[config.mk]
export PLATFORM = sky130hd
export DESIGN_NAME = sdramInitSeq
export DESIGN_NICKNAME = d
export VERILOG_FILES = /design/src/rtl/sdramInitPkg.sv /design/src/rtl/initSeqPath.sv /design/src/rtl/initSeqCtrl.sv /design/src/rtl/sdramInitSeq.sv
export SDC_FILE = /design/constraint.sdc
export NUM_CORES = 1
export LEC_CHECK = 0
export CAP_MARGIN = 10
export CORE_AREA = 3 3 97 99
export CTS_CLUSTER_DIAMETER = 80
export CTS_CLUSTER_SIZE = 12
export DETAILED_ROUTE_END_ITERATION = 8
export DIE_AREA = 0 0 100 102
export DONT_BUFFER_PORTS = 1
export GPL_ROUTABILITY_DRIVEN = 0
export PLACE_DENSITY_LB_ADDON = 0.25
export REMOVE_ABC_BUFFERS = 1
export SETUP_SLACK_MARGIN = 0.4
export SLEW_MARGIN = 20
export SYNTH_ARGS = -nofsm -noshare
export SYNTH_HDL_FRONTEND = slang
export SYNTH_SLANG_ARGS = --single-unit
[constraint.sdc]
create_clock -name clk -period 6.45 [get_ports clk]
set_clock_uncertainty 0.2 [all_clocks]
set_input_delay 1.29 -clock clk [delete_from_list [all_inputs] [get_ports clk]]
set_output_delay 1.29 -clock clk [all_outputs]
set_load 0.01 [all_outputs]
[src/rtl/sdramInitPkg.sv]
package sdramInitPkg;

  typedef enum logic [1:0] {
    OP_WRITE = 2'd0,
    OP_READ  = 2'd1,
    OP_POLL  = 2'd2,
    OP_END   = 2'd3
  } opKind_t;

  typedef struct packed {
    logic clearRun;     // new run: rewind step index, clear timeout
    logic advance;      // current step finished
    logic captureRd;    // latch read data
    logic flagTimeout;  // a poll gave up
  } seqCtl_t;

  localparam logic [7:0] CTRL_KEY      = 8'hA5;
  localparam logic [7:0] CTRL_RST_BIT  = 8'h80;
  localparam logic [7:0] CTRL_LOCK_BIT = 8'h60;

  localparam logic [15:0] MA_PRECHARGE = 16'h0400;
  localparam logic [15:0] MA_MODE      = 16'h0020;
  localparam logic [15:0] CMD_PRECHG   = 16'h00BF;
  localparam logic [15:0] CMD_REFRESH  = 16'h00DF;
  localparam logic [15:0] CMD_MODESET  = 16'h00FF;

endpackage

[src/rtl/initSeqPath.sv]
module initSeqPath
  import sdramInitPkg::*;
#(
  parameter int unsigned ADDR_W    = 8,
  parameter int unsigned DATA_W    = 32,
  parameter int unsigned SYS_ADDR  = 'h78,
  parameter int unsigned MA_ADDR   = 'h60,
  parameter int unsigned CMD_ADDR  = 'h62,
  parameter int unsigned CFG_ADDR  = 'h64,
  parameter int unsigned PULSES    = 10,
  parameter int unsigned REFRESHES = 8,
  parameter int unsigned CFG_BIT   = 25
) (
  input  logic              clk,
  input  logic              rstN,
  input  seqCtl_t           ctl,
  input  logic [DATA_W-1:0] rdData,
  output opKind_t           op,
  output logic [ADDR_W-1:0] addr,
  output logic [DATA_W-1:0] wrData,
  output logic              timeoutFlag
);

  localparam int unsigned STEP_LOCK     = 1 + 2 * PULSES;
  localparam int unsigned STEP_PRE_MA   = STEP_LOCK + 1;
  localparam int unsigned STEP_PRE_CMD  = STEP_PRE_MA + 1;
  localparam int unsigned STEP_PRE_POLL = STEP_PRE_CMD + 1;
  localparam int unsigned STEP_REF0     = STEP_PRE_POLL + 1;
  localparam int unsigned STEP_MODE_MA  = STEP_REF0 + 2 * REFRESHES;
  localparam int unsigned STEP_MODE_CMD = STEP_MODE_MA + 1;
  localparam int unsigned STEP_MODE_PL  = STEP_MODE_CMD + 1;
  localparam int unsigned STEP_CFG_RD   = STEP_MODE_PL + 1;
  localparam int unsigned STEP_CFG_WR   = STEP_CFG_RD + 1;
  localparam int unsigned STEP_END      = STEP_CFG_WR + 1;
  localparam int unsigned STEP_W        = $clog2(STEP_END + 1);

  logic [STEP_W-1:0] stepIdx;
  logic [DATA_W-1:0] cfgShadow;
  logic [31:0]       idxWide;
  logic [31:0]       refOffset;

  always_ff @(posedge clk) begin
    if (!rstN) begin
      stepIdx     <= '0;
      cfgShadow   <= '0;
      timeoutFlag <= 1'b0;
    end else begin
      if (ctl.clearRun)         stepIdx <= '0;
      else if (ctl.advance)     stepIdx <= stepIdx + 1'b1;
      if (ctl.captureRd)        cfgShadow <= rdData;
      if (ctl.clearRun)         timeoutFlag <= 1'b0;
      else if (ctl.flagTimeout) timeoutFlag <= 1'b1;
    end
  end

  assign idxWide   = {{(32 - STEP_W){1'b0}}, stepIdx};
  assign refOffset = idxWide - STEP_REF0;

  always_comb begin
    op     = OP_WRITE;
    addr   = ADDR_W'(SYS_ADDR);
    wrData = '0;
    if (idxWide == 0) begin
      wrData = DATA_W'(CTRL_KEY);
    end else if (idxWide < STEP_LOCK) begin
      wrData = idxWide[0] ? DATA_W'(CTRL_KEY & ~CTRL_RST_BIT)
                          : DATA_W'(CTRL_KEY | CTRL_RST_BIT);
    end else if (idxWide == STEP_LOCK) begin
      wrData = DATA_W'(CTRL_KEY | CTRL_RST_BIT | CTRL_LOCK_BIT);
    end else if (idxWide == STEP_PRE_MA) begin
      addr   = ADDR_W'(MA_ADDR);
      wrData = DATA_W'(MA_PRECHARGE);
    end else if (idxWide == STEP_PRE_CMD) begin
      addr   = ADDR_W'(CMD_ADDR);
      wrData = DATA_W'(CMD_PRECHG);
    end else if (idxWide == STEP_PRE_POLL) begin
      op   = OP_POLL;
      addr = ADDR_W'(CMD_ADDR);
    end else if (idxWide < STEP_MODE_MA) begin
      addr   = ADDR_W'(CMD_ADDR);
      wrData = DATA_W'(CMD_REFRESH);
      if (refOffset[0]) op = OP_POLL;
    end else if (idxWide == STEP_MODE_MA) begin
      addr   = ADDR_W'(MA_ADDR);
      wrData = DATA_W'(MA_MODE);
    end else if (idxWide == STEP_MODE_CMD) begin
      addr   = ADDR_W'(CMD_ADDR);
      wrData = DATA_W'(CMD_MODESET);
    end else if (idxWide == STEP_MODE_PL) begin
      op   = OP_POLL;
      addr = ADDR_W'(CMD_ADDR);
    end else if (idxWide == STEP_CFG_RD) begin
      op   = OP_READ;
      addr = ADDR_W'(CFG_ADDR);
    end else if (idxWide == STEP_CFG_WR) begin
      addr   = ADDR_W'(CFG_ADDR);
      wrData = cfgShadow | (DATA_W'(1) << CFG_BIT);
    end else begin
      op = OP_END;
    end
  end


  timeout_sticky_chk: assert property (@(posedge clk) disable iff (!rstN)
    (timeoutFlag && !ctl.clearRun) |=> timeoutFlag);


  step_hold_chk: assert property (@(posedge clk) disable iff (!rstN)
    (!ctl.advance && !ctl.clearRun) |=> $stable(stepIdx));

endmodule

[src/rtl/initSeqCtrl.sv]
module initSeqCtrl
  import sdramInitPkg::*;
#(
  parameter int unsigned MAX_POLLS = 101
) (
  input  logic    clk,
  input  logic    rstN,
  input  logic    start,
  input  logic    ack,
  input  logic    busyIn,
  input  opKind_t op,
  output seqCtl_t ctl,
  output logic    wrStb,
  output logic    rdStb,
  output logic    done
);

  localparam int unsigned PW = $clog2(MAX_POLLS + 1);

  typedef enum logic [2:0] {
    S_IDLE, S_DISPATCH, S_ISSUE_WR, S_WAIT_WR,
    S_ISSUE_RD, S_WAIT_RD, S_POLL, S_DONE
  } state_t;

  state_t        state, stateNext;
  logic [PW-1:0] pollCnt, pollCntNext;
  logic          running;

  always_ff @(posedge clk) begin
    if (!rstN) begin
      state   <= S_IDLE;
      pollCnt <= '0;
    end else begin
      state   <= stateNext;
      pollCnt <= pollCntNext;
    end
  end

  always_comb begin
    stateNext   = state;
    pollCntNext = pollCnt;
    ctl         = '0;
    unique case (state)
      S_IDLE: if (start) begin
        ctl.clearRun = 1'b1;
        stateNext    = S_DISPATCH;
      end
      S_DISPATCH: begin
        pollCntNext = '0;
        unique case (op)
          OP_WRITE: stateNext = S_ISSUE_WR;
          OP_READ:  stateNext = S_ISSUE_RD;
          OP_POLL:  stateNext = S_POLL;
          default:  stateNext = S_DONE;
        endcase
      end
      S_ISSUE_WR: stateNext = S_WAIT_WR;
      S_WAIT_WR: if (ack) begin
        ctl.advance = 1'b1;
        stateNext   = S_DISPATCH;
      end
      S_ISSUE_RD: stateNext = S_WAIT_RD;
      S_WAIT_RD: if (ack) begin
        ctl.advance   = 1'b1;
        ctl.captureRd = 1'b1;
        stateNext     = S_DISPATCH;
      end
      S_POLL: begin
        if (!busyIn) begin
          ctl.advance = 1'b1;
          stateNext   = S_DISPATCH;
        end else if (pollCnt == PW'(MAX_POLLS - 1)) begin
          ctl.advance     = 1'b1;
          ctl.flagTimeout = 1'b1;
          stateNext       = S_DISPATCH;
        end else begin
          pollCntNext = pollCnt + 1'b1;
        end
      end
      default: stateNext = S_IDLE;
    endcase
  end

  assign wrStb   = (state == S_ISSUE_WR);
  assign rdStb   = (state == S_ISSUE_RD);
  assign done    = (state == S_DONE);
  assign running = (state != S_IDLE);


  single_strobe_chk: assert property (@(posedge clk) disable iff (!rstN)
    (wrStb || rdStb) |=> !(wrStb || rdStb));


  done_pulse_chk: assert property (@(posedge clk) disable iff (!rstN)
    done |=> !done);


  start_ignored_chk: assert property (@(posedge clk) disable iff (!rstN)
    (running && start && !done) |=> running);


  poll_bound_chk: assert property (@(posedge clk) disable iff (!rstN)
    pollCnt <= PW'(MAX_POLLS - 1));

endmodule

[src/rtl/sdramInitSeq.sv]
module sdramInitSeq
  import sdramInitPkg::*;
#(
  parameter int unsigned ADDR_W    = 8,
  parameter int unsigned DATA_W    = 32,
  parameter int unsigned SYS_ADDR  = 'h78,
  parameter int unsigned MA_ADDR   = 'h60,
  parameter int unsigned CMD_ADDR  = 'h62,
  parameter int unsigned CFG_ADDR  = 'h64,
  parameter int unsigned PULSES    = 10,
  parameter int unsigned REFRESHES = 8,
  parameter int unsigned CFG_BIT   = 25,
  parameter int unsigned MAX_POLLS = 101
) (
  input  logic              clk,
  input  logic              rstN,
  input  logic              start,
  output logic              regWrStb,
  output logic              regRdStb,
  output logic [ADDR_W-1:0] regAddr,
  output logic [DATA_W-1:0] regWrData,
  input  logic [DATA_W-1:0] regRdData,
  input  logic              regAck,
  input  logic              busyIn,
  output logic              done,
  output logic              timeout
);

  seqCtl_t ctl;
  opKind_t op;

  initSeqCtrl #(.MAX_POLLS(MAX_POLLS)) ctrlInst (
    .clk(clk), .rstN(rstN), .start(start), .ack(regAck), .busyIn(busyIn),
    .op(op), .ctl(ctl), .wrStb(regWrStb), .rdStb(regRdStb), .done(done)
  );

  initSeqPath #(
    .ADDR_W(ADDR_W), .DATA_W(DATA_W), .SYS_ADDR(SYS_ADDR), .MA_ADDR(MA_ADDR),
    .CMD_ADDR(CMD_ADDR), .CFG_ADDR(CFG_ADDR), .PULSES(PULSES),
    .REFRESHES(REFRESHES), .CFG_BIT(CFG_BIT)
  ) pathInst (
    .clk(clk), .rstN(rstN), .ctl(ctl), .rdData(regRdData), .op(op),
    .addr(regAddr), .wrData(regWrData), .timeoutFlag(timeout)
  );

endmodule

# Word-level counts from Yosys, hierarchy flattened
# Cells that the tools add are included.
# classes
n_addsub,3
magnitude_cmp,2
n_eq_ne,24
mux,57
bitwise,1
n_reduce_logical,8
# ops
op,n
$mux 32,12
$mux 8,12
$logic_not 32->1,1
$eq 6x6->1 const B,5
$mux 2,14
$eq 6x5->1 const B,4
$pmux 3 s6,1
$mux 7,2
$pmux 7 s2,1
$eq 3x3->1 const B,4
$mux 3,4
$pmux 3 s3,1
$mux 1,8
$add 7x1->7 const B,1
$eq 7x7->1 const B,1
$add 6x1->6 const B,1
$eq 3x2->1 const B,2
$lt 6x5->1 const B,1
$lt 6x6->1 const B,1
$ne 2x2->1 const B,3
$reduce_and 3->1,2
$mux 5,1
$reduce_or 2->1,2
$eq 3x1->1 const B,1
10 further kinds,10
# totals
reg_bits,49
inputBits,37
output_inout_bits,44
word_cells,100

# Depth between registers and ports, before layout
# depth
depth_word,16
ltp_mapped,8
mapped_depth_nobuf,7

# Cells and area by module
# A second synthesis with hierarchy kept.
# unflattened
hier_cells,327
area_unflattened_um2,2905.3
# modules_own_cells
module,instances,cells_per_inst,area_each_um2,seq_area_each_um2
initSeqPath,1,246,2204.6,760.7
initSeqCtrl,1,81,700.7,200.2

# Least setup slack after synthesis
# No wires, ideal clock.
# synth_path
path_kind,register -> output
startpoint,reg pathInst.stepIdx[0]
endpoint,out regWrData[6]
arrival_time_ns,1.810
t_required_ns,4.960
path_slack_ns,3.150
path_stages_with_launch,9
n_path_buf,1
cell_sequence,dfxtp_1 inv_1 ha_1 and2b_1 and2_4 buf_6 a211oi_2 a311o_1 a21boi_2
# synth_via
elab_chain_len,13
elab_cells_between_ends,24
# synth_lines
item,line_no,text
"start, declared",initSeqPath.sv:37,logic [STEP_W-1:0] stepIdx;
"start signal, assigned",initSeqPath.sv:49,else if (ctl.advance) stepIdx <= stepIdx + 1'b1;
$eq 6x6->1,initSeqPath.sv:95,end else if (idxWide == STEP_CFG_WR) begin
$mux 32,initSeqPath.sv:95,
$mux 32,initSeqPath.sv:92,end else if (idxWide == STEP_CFG_RD) begin
$mux 32,initSeqPath.sv:89,end else if (idxWide == STEP_MODE_PL) begin
$mux 32,initSeqPath.sv:86,end else if (idxWide == STEP_MODE_CMD) begin
$mux 32,initSeqPath.sv:83,end else if (idxWide == STEP_MODE_MA) begin
$mux 32,initSeqPath.sv:79,end else if (idxWide < STEP_MODE_MA) begin
$mux 32,initSeqPath.sv:76,end else if (idxWide == STEP_PRE_POLL) begin
$mux 32,initSeqPath.sv:73,end else if (idxWide == STEP_PRE_CMD) begin
$mux 32,initSeqPath.sv:70,end else if (idxWide == STEP_PRE_MA) begin
$mux 32,initSeqPath.sv:68,end else if (idxWide == STEP_LOCK) begin
$mux 32,initSeqPath.sv:65,end else if (idxWide < STEP_LOCK) begin
$mux 32 (*),initSeqPath.sv:63,if (idxWide == 0) begin
"end, declared",sdramInitSeq.sv:21,"output logic [DATA_W-1:0] regWrData,"
# Mark *: on every way between the ends. The rest lies on a longest branch, timed or not.

# Worst setup path after layout
# layout_path
startpoint,reg pathInst.stepIdx[0]
endpoint,out regWrData[2]
# The elaborated chain is that of the path after synthesis.

==> flow_metrics.py <==
metrics = {
    "clocking": {
        "tritoncts": "built",
        "post-cts-setup-buffers": 0,
        "clock_latency_ns": 0.30,
        "cts_resized": 0,
        "hold_buffers": 0,
        "h-tree-depth": 2,
        "root_buffer": "clkbuf_8",
        "cts.sinks": 48,
        "cts_buffers": 5,
        "path_clk_slew_ns": 0.10,
        "clock_path_buffers": 2,
    },
    "power": {
        "seqPwrFrac_pct": 51.6,
        "switchingPower_uw": 125.0,
        "peakVddDrop_mv": 0.1100,
        "p_per_area_mw_per_mm2": 195.4,
        "swShare_pct": 21.24,
        "pwr-share-clk_pct": 44.9,
        "pwr-share-comb_pct": 3.5,
        "p_int_uw": 463.5,
        "leakagePower_uw": 0.001091,
        "power_uw": 588.5,
    },
    "grt": {
        "met3_usage_pct": 3.276,
        "top_usage_layer": "met2",
        "track_usage_pct": 13.89,
        "grt_max_degree": 40,
        "grt_pass1_vias": 2233,
        "grt_use_met2_pct": 23.55,
        "grtUsageMet1_pct": 17.68,
        "grt_pass1_wl_mm": 11.45,
        "grt-ovfl-total": 0,
        "antenna_found_initial": 0,
    },
    "detailed_routing": {
        "routed_wl_mm": 6.917,
        "drtIter0Drc": 109,
        "num_vias": 2390,
        "viasPerCell": 5.196,
        "wire_per_inst_um": 15.04,
        "drc": 0,
        "ant_nets": 0,
        "firstDrtPassIters": 4,
    },
    "synthesis": {
        "ys_types": 54,
        "mappedNetlistArea_sq_mm": 0.002879,
        "ys_dominant_reg_cell": "dfxtp_1",
        "async_reset_ff_share_pct": 0,
        "yosys_warnings": 0,
        "synth_edf_count": 0,
        "synth_seq_cells": 48,
        "syn_inst": 371,
        "avgSynthCellArea_sq_um": 7.760,
        "synth_seq_area_share_pct": 33.38,
    },
    "layout": {
        "areaGrowthSynthToFinish_pct": 4.607,
        "fin_nets": 395,
        "diodes": 0,
        "fillers": 939,
        "layout-drive-gt1-share_pct": 6.250,
        "final_core_util_pct": 34.87,
    },
    "sta": {
        "hold_viol_final": 0,
        "setup_viol": 0,
        "finalSetupTns_ns": 0,
        "worst_slew_pin_slew_ns": 0.7526,
        "fin_crit_ns": 4.324,
        "rsz0062_at_grt": "no",
        "worst_slack_ns": 2.126,
        "min_period_over_period_pct": 67.04,
        "fmax_mhz": 231.3,
        "maxSlewHeadroom_pct": 49.79,
        "drv_slew": 0,
    },
    "worst_setup_path": {
        "worstSetupPathType": "flip-flop to primary output",
        "path_cells": "inv_1 -> ha_1 -> and2b_1 -> and2_4 -> a21oi_1 -> o21a_1 -> o21ai_0",
        "crit_path_start_kind": "flip-flop",
        "arrival_ns": 2.83,
        "cp.required_ns": 4.96,
        "worstSetupEndpointType": "primary output",
        "crit_fanout": 25,
        "cp_slowest_stage_delay_ns": 0.67,
        "slowest_stage": "and2b_1",
    },
    "place": {
        "io_buffers": 0,
        "hpwlAfterDp_mm": 4.807,
        "preCtsSetupSlack_ns": 2.474,
    },
    "status": {
        "status": "finished, final reports clean",
    },
    "floorplanning": {
        "core_area_sq_mm": 0.008636,
        "rows": 34,
        "pin_count": 81,
        "die_h_um": 102,
        "start_util_pct": 33.34,
        "dieWidth_um": 100,
        "die_area_sq_mm": 0.01020,
    },
    "job": {
        "cap_violations": 0,
    },
    "hold_path": {
        "hold_path.class": "flip-flop to flip-flop",
    },
}
-- worst paths after layout --
path / startpoint / slack (ns) / depth (start not counted) / endpoint
max: pathInst.stepIdx[0]$_SDFFE_PP0P_ / 2.13 / 7 / regWrData[2]
min: pathInst.cfgShadow[16]$_SDFFE_PN0P_ / 0.26 / 2 / pathInst.cfgShadow[16]$_SDFFE_PN0P_
max reg2reg: pathInst.stepIdx[2]$_SDFFE_PP0P_ / 3.76 / 5 / ctrlInst.state[2]$_SDFFE_PN0P_
min reg2reg: pathInst.cfgShadow[16]$_SDFFE_PN0P_ / 0.26 / 2 / pathInst.cfgShadow[16]$_SDFFE_PN0P_
-- synth_stat cells (all sizes together), types with 2 or more instances --
cell type  count  area share [%]
or3            5             1.1
and4bb         2            0.87
a21boi        35             9.3
ha             7             3.0
dfxtp         48              33
a22oi          2            0.70
nand2         81              11
o21a           5             1.3
nand3b         4             1.0
nor3b          3            0.78
a21o           3            0.83
buf           17             3.7
a211oi         2            0.87
o21ai         18             3.1
a21oi         18             3.3
xor2           5             1.5
nand3          4            0.70
and3          26             5.6
nor2          18             2.3
conb           2            0.26
o21bai         3            0.78
xnor2          2            0.61
inv           10             1.3
mux2i          2            0.70
nand4          3            0.65
clkbuf        13             1.7
and3b          2            0.61
and2           5             1.2
nand2b         3            0.65
nor2b          2            0.43
and4b          3             1.0
and2b          2            0.52
nor3           3            0.52
o22ai          3            0.87
-- sequential cells by signal (all words and copies together), names as in the netlist --
signal / flops
pathInst.timeoutFlag: 1
ctrlInst.pollCnt: 7
pathInst.stepIdx: 6
ctrlInst.state: 3
pathInst.cfgShadow: 31
-- worst max-delay path: cells and delay by family (launching register included) --
kind,cells,cell delay [ns]
AND/OR/NAND/NOR,2,1.01
flip-flops,1,0.40
adder cells (fa/ha/maj),1,0.33
buffers and inverters,1,0.15
AO/OA/AOI/OAI,3,0.64
-- power groups by stage --
stage          clock, uW  sequential, uW  combinational (uW)
2_1_floorplan          0             309                17.7
3_3_place_gp           0             311                20.8
3_5_place_dp           0             311                20.7
4_1_cts              273             304                20.8
5_1_grt              284             305                23.0
6_report             264             304                20.7
-- final cells by class --
cell class | instances | area (sq um) | share of cell area (%)
inverters | 10 | 37.54 | 1.246
repair buffers | 1 | 7.507 | 0.2493
flip-flops and latches | 48 | 960.9 | 31.91
well taps | 108 | 135.1 | 4.487
clock buffers | 5 | 68.82 | 2.285
multi-input cells | 285 | 1733 | 57.54
clock inverters | 3 | 68.82 | 2.285
-- cell families after synthesis --
logic type      after synthesis  synth area share, %
compound gates               97                24.51
simple gates                168                29.25
other cells                   2               0.2609
flops                        48                33.38
xor+xnor                      7                2.130
buf+inv                      40                6.736
fa+ha+maj                     7                3.042
mux                           2               0.6954
-- placed cells by master (no fill, tap or decap), types with 4 or more instances in the layout --
cell      synthesis  final
nand3b_1          4      4
xor2_1            5      5
a21oi_1          17     17
o21a_1            5      5
ha_1              7      7
or3_1             5      5
nand2_1          81     81
a21boi_0         34     34
clkbuf_8          0      5
o21ai_0          17     17
and2_1            4      4
nand3_1           4      4
and3_1           26     26
inv_1            10     10
conb_1            2      4
nor2_1           18     18
dfxtp_1          48     48
-- through the flow --
step	instances	hold slack, ns	area, sq um
CTS	460	0.2653	3010
finish	460	0.2603	3012
global placement	452	0.2454	2873
floorplan	343	0.2389	2730
detailed placement	452	0.2511	2873
global route	460	0.2826	3012
-- routing by layer --
| metal | up-vias | share of wire (%) |
|---|---|---|
| met5 | - | 0 |
| met4 | 0 | 1.2 |
| met3 | 8 | 5.3 |
| met2 | 68 | 48 |
| met1 | 1094 | 46 |
| li1 | 1220 | - |
Power figures use the tool's default switching activity.
